## config.mk

```make
export PLATFORM = sky130hd
export DESIGN_NAME = pack_guard_ctrl
export DESIGN_NICKNAME = d
export VERILOG_FILES = /design/src/rtl/pg_pkg.sv /design/src/rtl/pg_cell_reduce.sv /design/src/rtl/pg_qual_timer.sv /design/src/rtl/pack_guard_ctrl.sv
export SDC_FILE = /design/constraint.sdc
export NUM_CORES = 1
export LEC_CHECK = 0
export CAP_MARGIN = 40
export CORE_MARGIN = 2
export CORE_UTILIZATION = 56
export CTS_CLUSTER_DIAMETER = 50
export DETAILED_ROUTE_END_ITERATION = 8
export PLACE_DENSITY = 0.94
export SLEW_MARGIN = 20
export SYNTH_ARGS = -nofsm -noshare
export SYNTH_HDL_FRONTEND = slang
export SYNTH_SLANG_ARGS = --single-unit
```

## constraint.sdc

```tcl
create_clock -name clk -period 2.9 [get_ports clk]
set_input_delay 0.725 -clock clk [delete_from_list [all_inputs] [get_ports clk]]
set_output_delay 0.725 -clock clk [all_outputs]
set_load 0.05 [all_outputs]
```

## src/rtl/pg_pkg.sv

```systemverilog
package pg_pkg;
  localparam int NQ        = 4;
  localparam int TQ_OV_SET = 0;
  localparam int TQ_OV_CLR = 1;
  localparam int TQ_UV_SET = 2;
  localparam int TQ_OC_SET = 3;
endpackage

```

## src/rtl/pg_cell_reduce.sv

```systemverilog
module pg_cell_reduce #(
  parameter int NCELL = 4
) (
  input  logic [NCELL-1:0] flags,
  input  logic             three_cell,
  output logic             any_hit
);
  logic [NCELL-1:0] active;

  for (genvar i = 0; i < NCELL; i++) begin : g_mask
    if (i == NCELL - 1) begin : g_spare
      assign active[i] = flags[i] & ~three_cell;
    end else begin : g_core
      assign active[i] = flags[i];
    end
  end

  assign any_hit = |active;
endmodule

```

## src/rtl/pg_qual_timer.sv

```systemverilog
module pg_qual_timer #(
  parameter int CNT_W = 16
) (
  input  logic             clk,
  input  logic             rst_n,
  input  logic             cond,
  input  logic             tick,
  input  logic [CNT_W-1:0] dly,
  output logic             qual
);
  logic [CNT_W-1:0] cnt;

  always_ff @(posedge clk or negedge rst_n) begin
    if (!rst_n)               cnt <= '0;
    else if (!cond)           cnt <= '0;
    else if (tick && cnt < dly) cnt <= cnt + 1'b1;
  end

  assign qual = cond && (cnt >= dly);

  // a dropped flag restarts the count
  assert_reload_R9: assert property (@(posedge clk) disable iff (!rst_n)
    !cond |=> cnt == '0);
endmodule

```

## src/rtl/pack_guard_ctrl.sv

```systemverilog
module pack_guard_ctrl
  import pg_pkg::*;
#(
  parameter int NCELL = 4,
  parameter int CNT_W = 16
) (
  input  logic             clk,
  input  logic             rst_n,
  input  logic             tick_ms,
  input  logic             cfg_three_cell,
  input  logic             cfg_chg_thr_en,
  input  logic [CNT_W-1:0] ov_dly,
  input  logic [CNT_W-1:0] uv_dly,
  input  logic [CNT_W-1:0] oc_dly,
  input  logic [NCELL-1:0] cell_ov,
  input  logic [NCELL-1:0] cell_uv,
  input  logic [NCELL-1:0] cell_low,
  input  logic             oc_flag,
  input  logic             load_released,
  output logic             chg_fet_en,
  output logic             dsg_fet_en,
  output logic             load_test_en,
  output logic             sleep_req,
  output logic             st_ov,
  output logic             st_uv,
  output logic             st_oc,
  output logic             st_chg_lock
);
  logic any_ov, any_uv, any_low;
  logic ov_mode, uv_mode, oc_mode, lock_q, sleep_q;
  logic [NQ-1:0]    q_cond, q_hit;
  logic [CNT_W-1:0] q_dly [NQ];

  pg_cell_reduce #(.NCELL(NCELL)) u_red_ov (
    .flags(cell_ov),  .three_cell(cfg_three_cell), .any_hit(any_ov));
  pg_cell_reduce #(.NCELL(NCELL)) u_red_uv (
    .flags(cell_uv),  .three_cell(cfg_three_cell), .any_hit(any_uv));
  pg_cell_reduce #(.NCELL(NCELL)) u_red_low (
    .flags(cell_low), .three_cell(cfg_three_cell), .any_hit(any_low));

  // Qualification conditions: entry timers run outside their mode,
  // the over-charge release timer runs inside it.
  assign q_cond[TQ_OV_SET] = any_ov && !ov_mode;
  assign q_cond[TQ_OV_CLR] = !any_ov && ov_mode;
  assign q_cond[TQ_UV_SET] = any_uv && !uv_mode;
  assign q_cond[TQ_OC_SET] = oc_flag && !oc_mode;
  assign q_dly[TQ_OV_SET]  = ov_dly;
  assign q_dly[TQ_OV_CLR]  = ov_dly;
  assign q_dly[TQ_UV_SET]  = uv_dly;
  assign q_dly[TQ_OC_SET]  = oc_dly;

  for (genvar g = 0; g < NQ; g++) begin : g_qual
    pg_qual_timer #(.CNT_W(CNT_W)) u_tmr (
      .clk  (clk),
      .rst_n(rst_n),
      .cond (q_cond[g]),
      .tick (tick_ms),
      .dly  (q_dly[g]),
      .qual (q_hit[g])
    );
  end

  always_ff @(posedge clk or negedge rst_n) begin
    if (!rst_n) begin
      ov_mode <= 1'b0;
      uv_mode <= 1'b0;
      oc_mode <= 1'b0;
      lock_q  <= 1'b0;
      sleep_q <= 1'b0;
    end else begin
      ov_mode <= ov_mode ? !q_hit[TQ_OV_CLR] : q_hit[TQ_OV_SET];
      uv_mode <= uv_mode ? any_uv : q_hit[TQ_UV_SET];
      oc_mode <= oc_mode ? !load_released : q_hit[TQ_OC_SET];
      lock_q  <= !cfg_chg_thr_en && any_low;
      sleep_q <= !uv_mode && q_hit[TQ_UV_SET];
    end
  end

  assign chg_fet_en   = !ov_mode && !lock_q;
  assign dsg_fet_en   = !uv_mode && !oc_mode;
  assign load_test_en = oc_mode;
  assign sleep_req    = sleep_q;
  assign st_ov        = ov_mode;
  assign st_uv        = uv_mode;
  assign st_oc        = oc_mode;
  assign st_chg_lock  = lock_q;

  assert_ov_entry_R2: assert property (@(posedge clk) disable iff (!rst_n)
    $rose(st_ov) |-> $past(any_ov) && !chg_fet_en);
  assert_ov_release_R3: assert property (@(posedge clk) disable iff (!rst_n)
    $fell(st_ov) |-> $past(!any_ov));
  assert_spare_mask_R1: assert property (@(posedge clk) disable iff (!rst_n)
    $rose(st_ov) && $past(cfg_three_cell) |-> $past(|cell_ov[NCELL-2:0]));
  assert_uv_dsg_off_R4: assert property (@(posedge clk) disable iff (!rst_n)
    st_uv |-> !dsg_fet_en);
  assert_sleep_pulse_R5: assert property (@(posedge clk) disable iff (!rst_n)
    sleep_req |-> st_uv ##1 !sleep_req);
  assert_load_test_R6: assert property (@(posedge clk) disable iff (!rst_n)
    load_test_en |-> !dsg_fet_en);
  assert_oc_release_R7: assert property (@(posedge clk) disable iff (!rst_n)
    $fell(st_oc) |-> $past(load_released));
  assert_lock_chg_off_R8: assert property (@(posedge clk) disable iff (!rst_n)
    st_chg_lock |-> !chg_fet_en);
  assert_shared_fet_R10: assert property (@(posedge clk) disable iff (!rst_n)
    (st_ov || st_chg_lock) |-> !chg_fet_en);
endmodule

```

---- Word level (Yosys, flattened, before mapping) ----
Cells that the tools add are included.
cells by class
  reductions and logical operators ........ 27
  add/subtract/negate cells ............... 4
  equal/unequal tests ..................... 4
  order comparisons ....................... 8
  bitwise gates (word level) .............. 4
  mux-type cells .......................... 11
operators by type and width
  kind                                            count
  2-to-1 mux 16 bit                               8
  adder 16 x 1 -> 16 bit (second input constant)  4
  greater-or-equal comparator 16 bit              4
  < comparator 16 bit                             4
  logical AND 1 bit                               16
  OR reduction 4 bit                              3
  zero test 1 bit                                 8
  != test 2 bit (second input constant)           4
  bitwise AND 1 bit                               3
  2-to-1 mux 1 bit                                3
  inverter 1 bit                                  1
word-level totals
  input bits .............................. 67
  flip-flop bits (word level) ............. 69
  output and inout port bits .............. 8

---- Logic depth before layout (Yosys ltp) ----
  depth in word-level cells ............... 8
  depth in mapped cells ................... 9

---- By module ----
From an unflattened synthesis, not the netlist that was laid out.
unflattened totals
  cell total of the unflattened synthesis .. 632
  area total of the unflattened synthesis .. 5481.5 µm²
modules (own cells, without submodules)
  module           instances  seq. area each (µm²)  area an instance (µm²)  cells each
  pg_qual_timer    4          400.4                 1303.8                  151
  pack_guard_ctrl  1          125.1                 210.2                   19
  pg_cell_reduce   3          0.0                   18.8                    3

---- Worst setup path after synthesis ----
OpenSTA, ideal clock, no wires.
  path kind ............................... input to register
  from .................................... input oc_dly[15]
  to ...................................... register g_qual[3].u_tmr.cnt[11]
  setup slack ............................. 0.239 ns
  data arrival time ....................... 2.583 ns
  buffers on the path ..................... 1
  cell stages on the path ................. 9
  path through ............................ inv_1 -> ha_1 -> a21oi_2 -> o21ai_1 -> or2_0 -> buf_6 -> or3_4 -> or4_1 -> a21oi_1
between the ends
  longest elaborated chain between the ends .. 3
ends and longest elaborated chain
  element                         line                   source
  start, declared                 pack_guard_ctrl.sv:14  input logic [CNT_W-1:0] oc_dly,
  < comparator 16 bit             pg_qual_timer.sv:16    else if (tick && cnt < dly) cnt <= cnt + 1'b1;
  logical AND 1 bit               pg_qual_timer.sv:16
  != test 2 bit (no source line)  n/a
  end signal, assigned            pg_qual_timer.sv:16
  end, declared                   pg_qual_timer.sv:11    logic [CNT_W-1:0] cnt;
Every way passes these cells.
A chain may end at the register's enable or synchronous reset.

---- Final worst setup path ----
  from .................................... input ov_dly[11]
  to ...................................... register g_qual[0].u_tmr.cnt[8]
between the ends
  longest elaborated chain between the ends .. 3
ends and longest elaborated chain
  element                         line                   source
  start, declared                 pack_guard_ctrl.sv:12  input logic [CNT_W-1:0] ov_dly,
  < comparator 16 bit             pg_qual_timer.sv:16
  logical AND 1 bit               pg_qual_timer.sv:16
  != test 2 bit (no source line)  n/a
  end signal, assigned            pg_qual_timer.sv:16
  end, declared                   pg_qual_timer.sv:11
Every way passes these cells.

==> reports/metrics.cfg <==
[logic_synthesis]
ys.flop_type=dfrtp_1
synth-async-reset-ratio_pct=100
synthesis.nets=743
syn_avg_cell_area_um2=8.55
synth-warning-count=0
synthCells=608
ys_types=54
syn-cell-area_um2=5200
yosys_register_bits=69
ys_seq_area_share_pct=33.2
synth-edff-count=0

[worst_setup_path]
slowest_delay_ps=460
crit_fanout=5
critPathLaunchType=input pin
worstSetupPathType=in -> reg
rrSetupSlack_ps=400
cp.required_ps=3180
cp.arrival_ps=3230
crit_end=g_qual[0].u_tmr.cnt[8]
reg2reg_depth=8
crit_path_end_kind=flip-flop
crit_chain=clkdlybuf4s50_1 > inv_1 > ha_1 > a21oi_1 > o21ai_2 > a2111oi_4 > buf_4 > nand3_1 > or3_1 > a21oi_1
startpoint=ov_dly[11]
crit_buf_inv=3
critPathTopFamily=compound AO/OA/AOI/OAI gates
cp_slowest_cell=clkdlybuf4s50_1
path_depth=10
r2r_start=g_qual[0].u_tmr.cnt[11]
r2r_end=g_qual[0].u_tmr.cnt[8]
cpMostUsedCell=a21oi_1

[global_routing]
gr-usage-all-layers_pct=27.8
grt_pass1_wl_um=22600
grt.overflow.total=0
first_global_vias=5085
antenna_found_initial=0
grt_max_degree=46

[sta]
fmax_mhz=339
period_needed_ps=2950
finalMaxSlewViolations=0
clock-skew-final_ps=15.1
setup_viol=3
relSlewSlack_pct=57.1
finalCritPeriodShare_pct=102
setup_ws_ps=-48.0
setup_tns_ps=-88.2
worst_pin_slew_ps=627
hold_violations=0

[cts]
numCtsBuffers=9
clock-sinks=69
clk_pin_slew_ps=80
clkLatencyLatePin_ps=360
clock_path_buffers=2
ctsHtreeMaxLevel=3
cts_tree=done
cts_root_buffer=clkbuf_8

[cells_and_area]
diodes=0
final_cells=837
design_area_um2=6710
n_fill_cell=616
nNetsFinal=856
drive_above_1_share_pct=12.1
area_delta_synth_final_pct=29.1

[floorplan]
start_util_pct=57.1
die-height_um=100
die_w_um=100
core_um2=9110
die_area_um2=10100
rows=35
io_pins=75

[drt]
wl_per_cell_um=17.3
dr.first_iter.drc_count=251
num_vias=5173
drt_wl_total_um=14500
first_pass_iters=5
drt-vias-per-instance=6.18
antenna_left=0
drc=0

[placed_design]
io_buffers=74
hpwl_um=10500
dp.cells=815
placed_cell_area_um2=6290
place_ws_ps=-383
globalplace.congestion=0.881

[outcome]
run_status=finished with violations
violations=setup timing

[min_path]
hold_class=in -> async

[flow_run]
drv_cap=0

[pwr]
peakVddDrop_uv=239
powerDensity_nw_per_um2=358
p_leak_uw=0.00308

[power breakdown]
part | internal, µW | switching, µW
Clock | 595 | 398
Combinational | 195 | 188
Sequential | 990 | 38.4
[synthesized netlist by cell type (3+ instances only)]
library cell / number / area share, %
nand2b_1: 7 / 0.84
and2_1: 6 / 0.72
nor4_1: 9 / 1.1
o21a_1: 5 / 0.72
dfrtp_1: 69 / 33
nand4_1: 29 / 3.5
nand2_1: 48 / 3.5
a2111oi_0: 3 / 0.51
o31ai_1: 4 / 0.58
nor2_1: 35 / 2.5
a21oi_1: 64 / 6.2
mux2i_1: 8 / 1.5
xor2_1: 4 / 0.67
a31o_1: 5 / 0.84
nor2b_1: 5 / 0.60
clkbuf_1: 9 / 0.65
xnor2_1: 16 / 2.7
and3_1: 18 / 2.2
ha_1: 68 / 16
o21ai_1: 8 / 0.77
o21ai_0: 26 / 2.5
inv_1: 68 / 4.9
and4_1: 4 / 0.67
or3_1: 21 / 2.5
or4_1: 5 / 0.72
a211oi_1: 5 / 0.72
nand3_1: 23 / 2.2
[registers in the layout, summed over array words and instances, names as in the netlist]
signal	cells
g_qual.u_tmr.cnt	64
load_test_en	1
sleep_req	1
st_chg_lock	1
st_ov	1
st_uv	1
[cells by family after synthesis]
logic type      after synthesis  share of synthesized area (%)
compound gates              139                           16.2
xor+xnor                     20                           3.37
fa+ha+maj                    68                           16.4
buf+inv                      81                           6.11
flops                        69                           33.2
mux                           8                           1.54
simple gates                223                           23.2
[metrics by stage]
stage	util, %	hold WS, ps	total power (µW)
after floorplan	-	429	1230
after global placement	69.0	551	1390
after detailed placement	69.0	557	1420
after CTS	71.8	396	2390
after global routing	73.7	426	2480
final	73.7	384	2410
[worst register-to-register path, delay by kind of cell, from the launching register on]
family | cells | cell delay [ps]
AO/OA/AOI/OAI | 4 | 950
flip-flops | 1 | 440
AND/OR/NAND/NOR | 2 | 520
buffers and inverters | 1 | 180
adder cells (fa/ha/maj) | 1 | 340
[cell type report]
cell class                 instances  area [µm²]  area share, %
clock inverter                     6         109           1.62
clock buffer                      10         138           2.05
multi-input combinational        459        3300           49.1
timing repair buffer             114        1050           15.6
inverter                          68         255           3.80
sequential                        69        1730           25.7
tap                              111         139           2.07
[per-layer routing]
layer  share of wire [%]  global-route usage [%]
met1                  38                    32.6
met2                  53                    50.1
met3                 5.5                    4.94
met4                 3.4                    11.5
met5                   0                       0
[worst min-delay path by stage]
stage	cells past startpoint	to	slack [ps]
2_1_floorplan	0	g_qual[0].u_tmr.cnt[0]	430
3_3_place_gp	2	g_qual[1].u_tmr.cnt[1]	550
4_1_cts	1	g_qual[1].u_tmr.cnt[12]	400
3_5_place_dp	2	g_qual[1].u_tmr.cnt[1]	560
6_report	1	g_qual[1].u_tmr.cnt[12]	380
5_1_grt	1	g_qual[1].u_tmr.cnt[12]	430
[layout by cell type (no fill, tap or decap), types with 6 or more instances in the layout]
master           count
xnor2_1             16
clkbuf_8            10
buf_4               39
mux2i_1              8
dfrtp_1             69
a21oi_1             60
or3_1               20
nand4_1             29
nand2_1             48
ha_1                66
nand3_1             23
o21ai_0             25
nor4_1               8
o21ai_1              7
and2_1               6
inv_1               68
nor2_1              35
and3_1              17
nand2b_1             7
clkdlybuf4s50_1     73
[what timing repair did]
action | 4_1_cts | 5_1_grt
gates resized for setup | 5 | 21
pin swaps | 0 | 13
hold buffers | 0 | 0
gates cloned | 0 | 1
endpoints found under the setup margin | 5 | 34
setup buffers | 0 | 5
No activity file was read; power rests on OpenSTA's default activity.
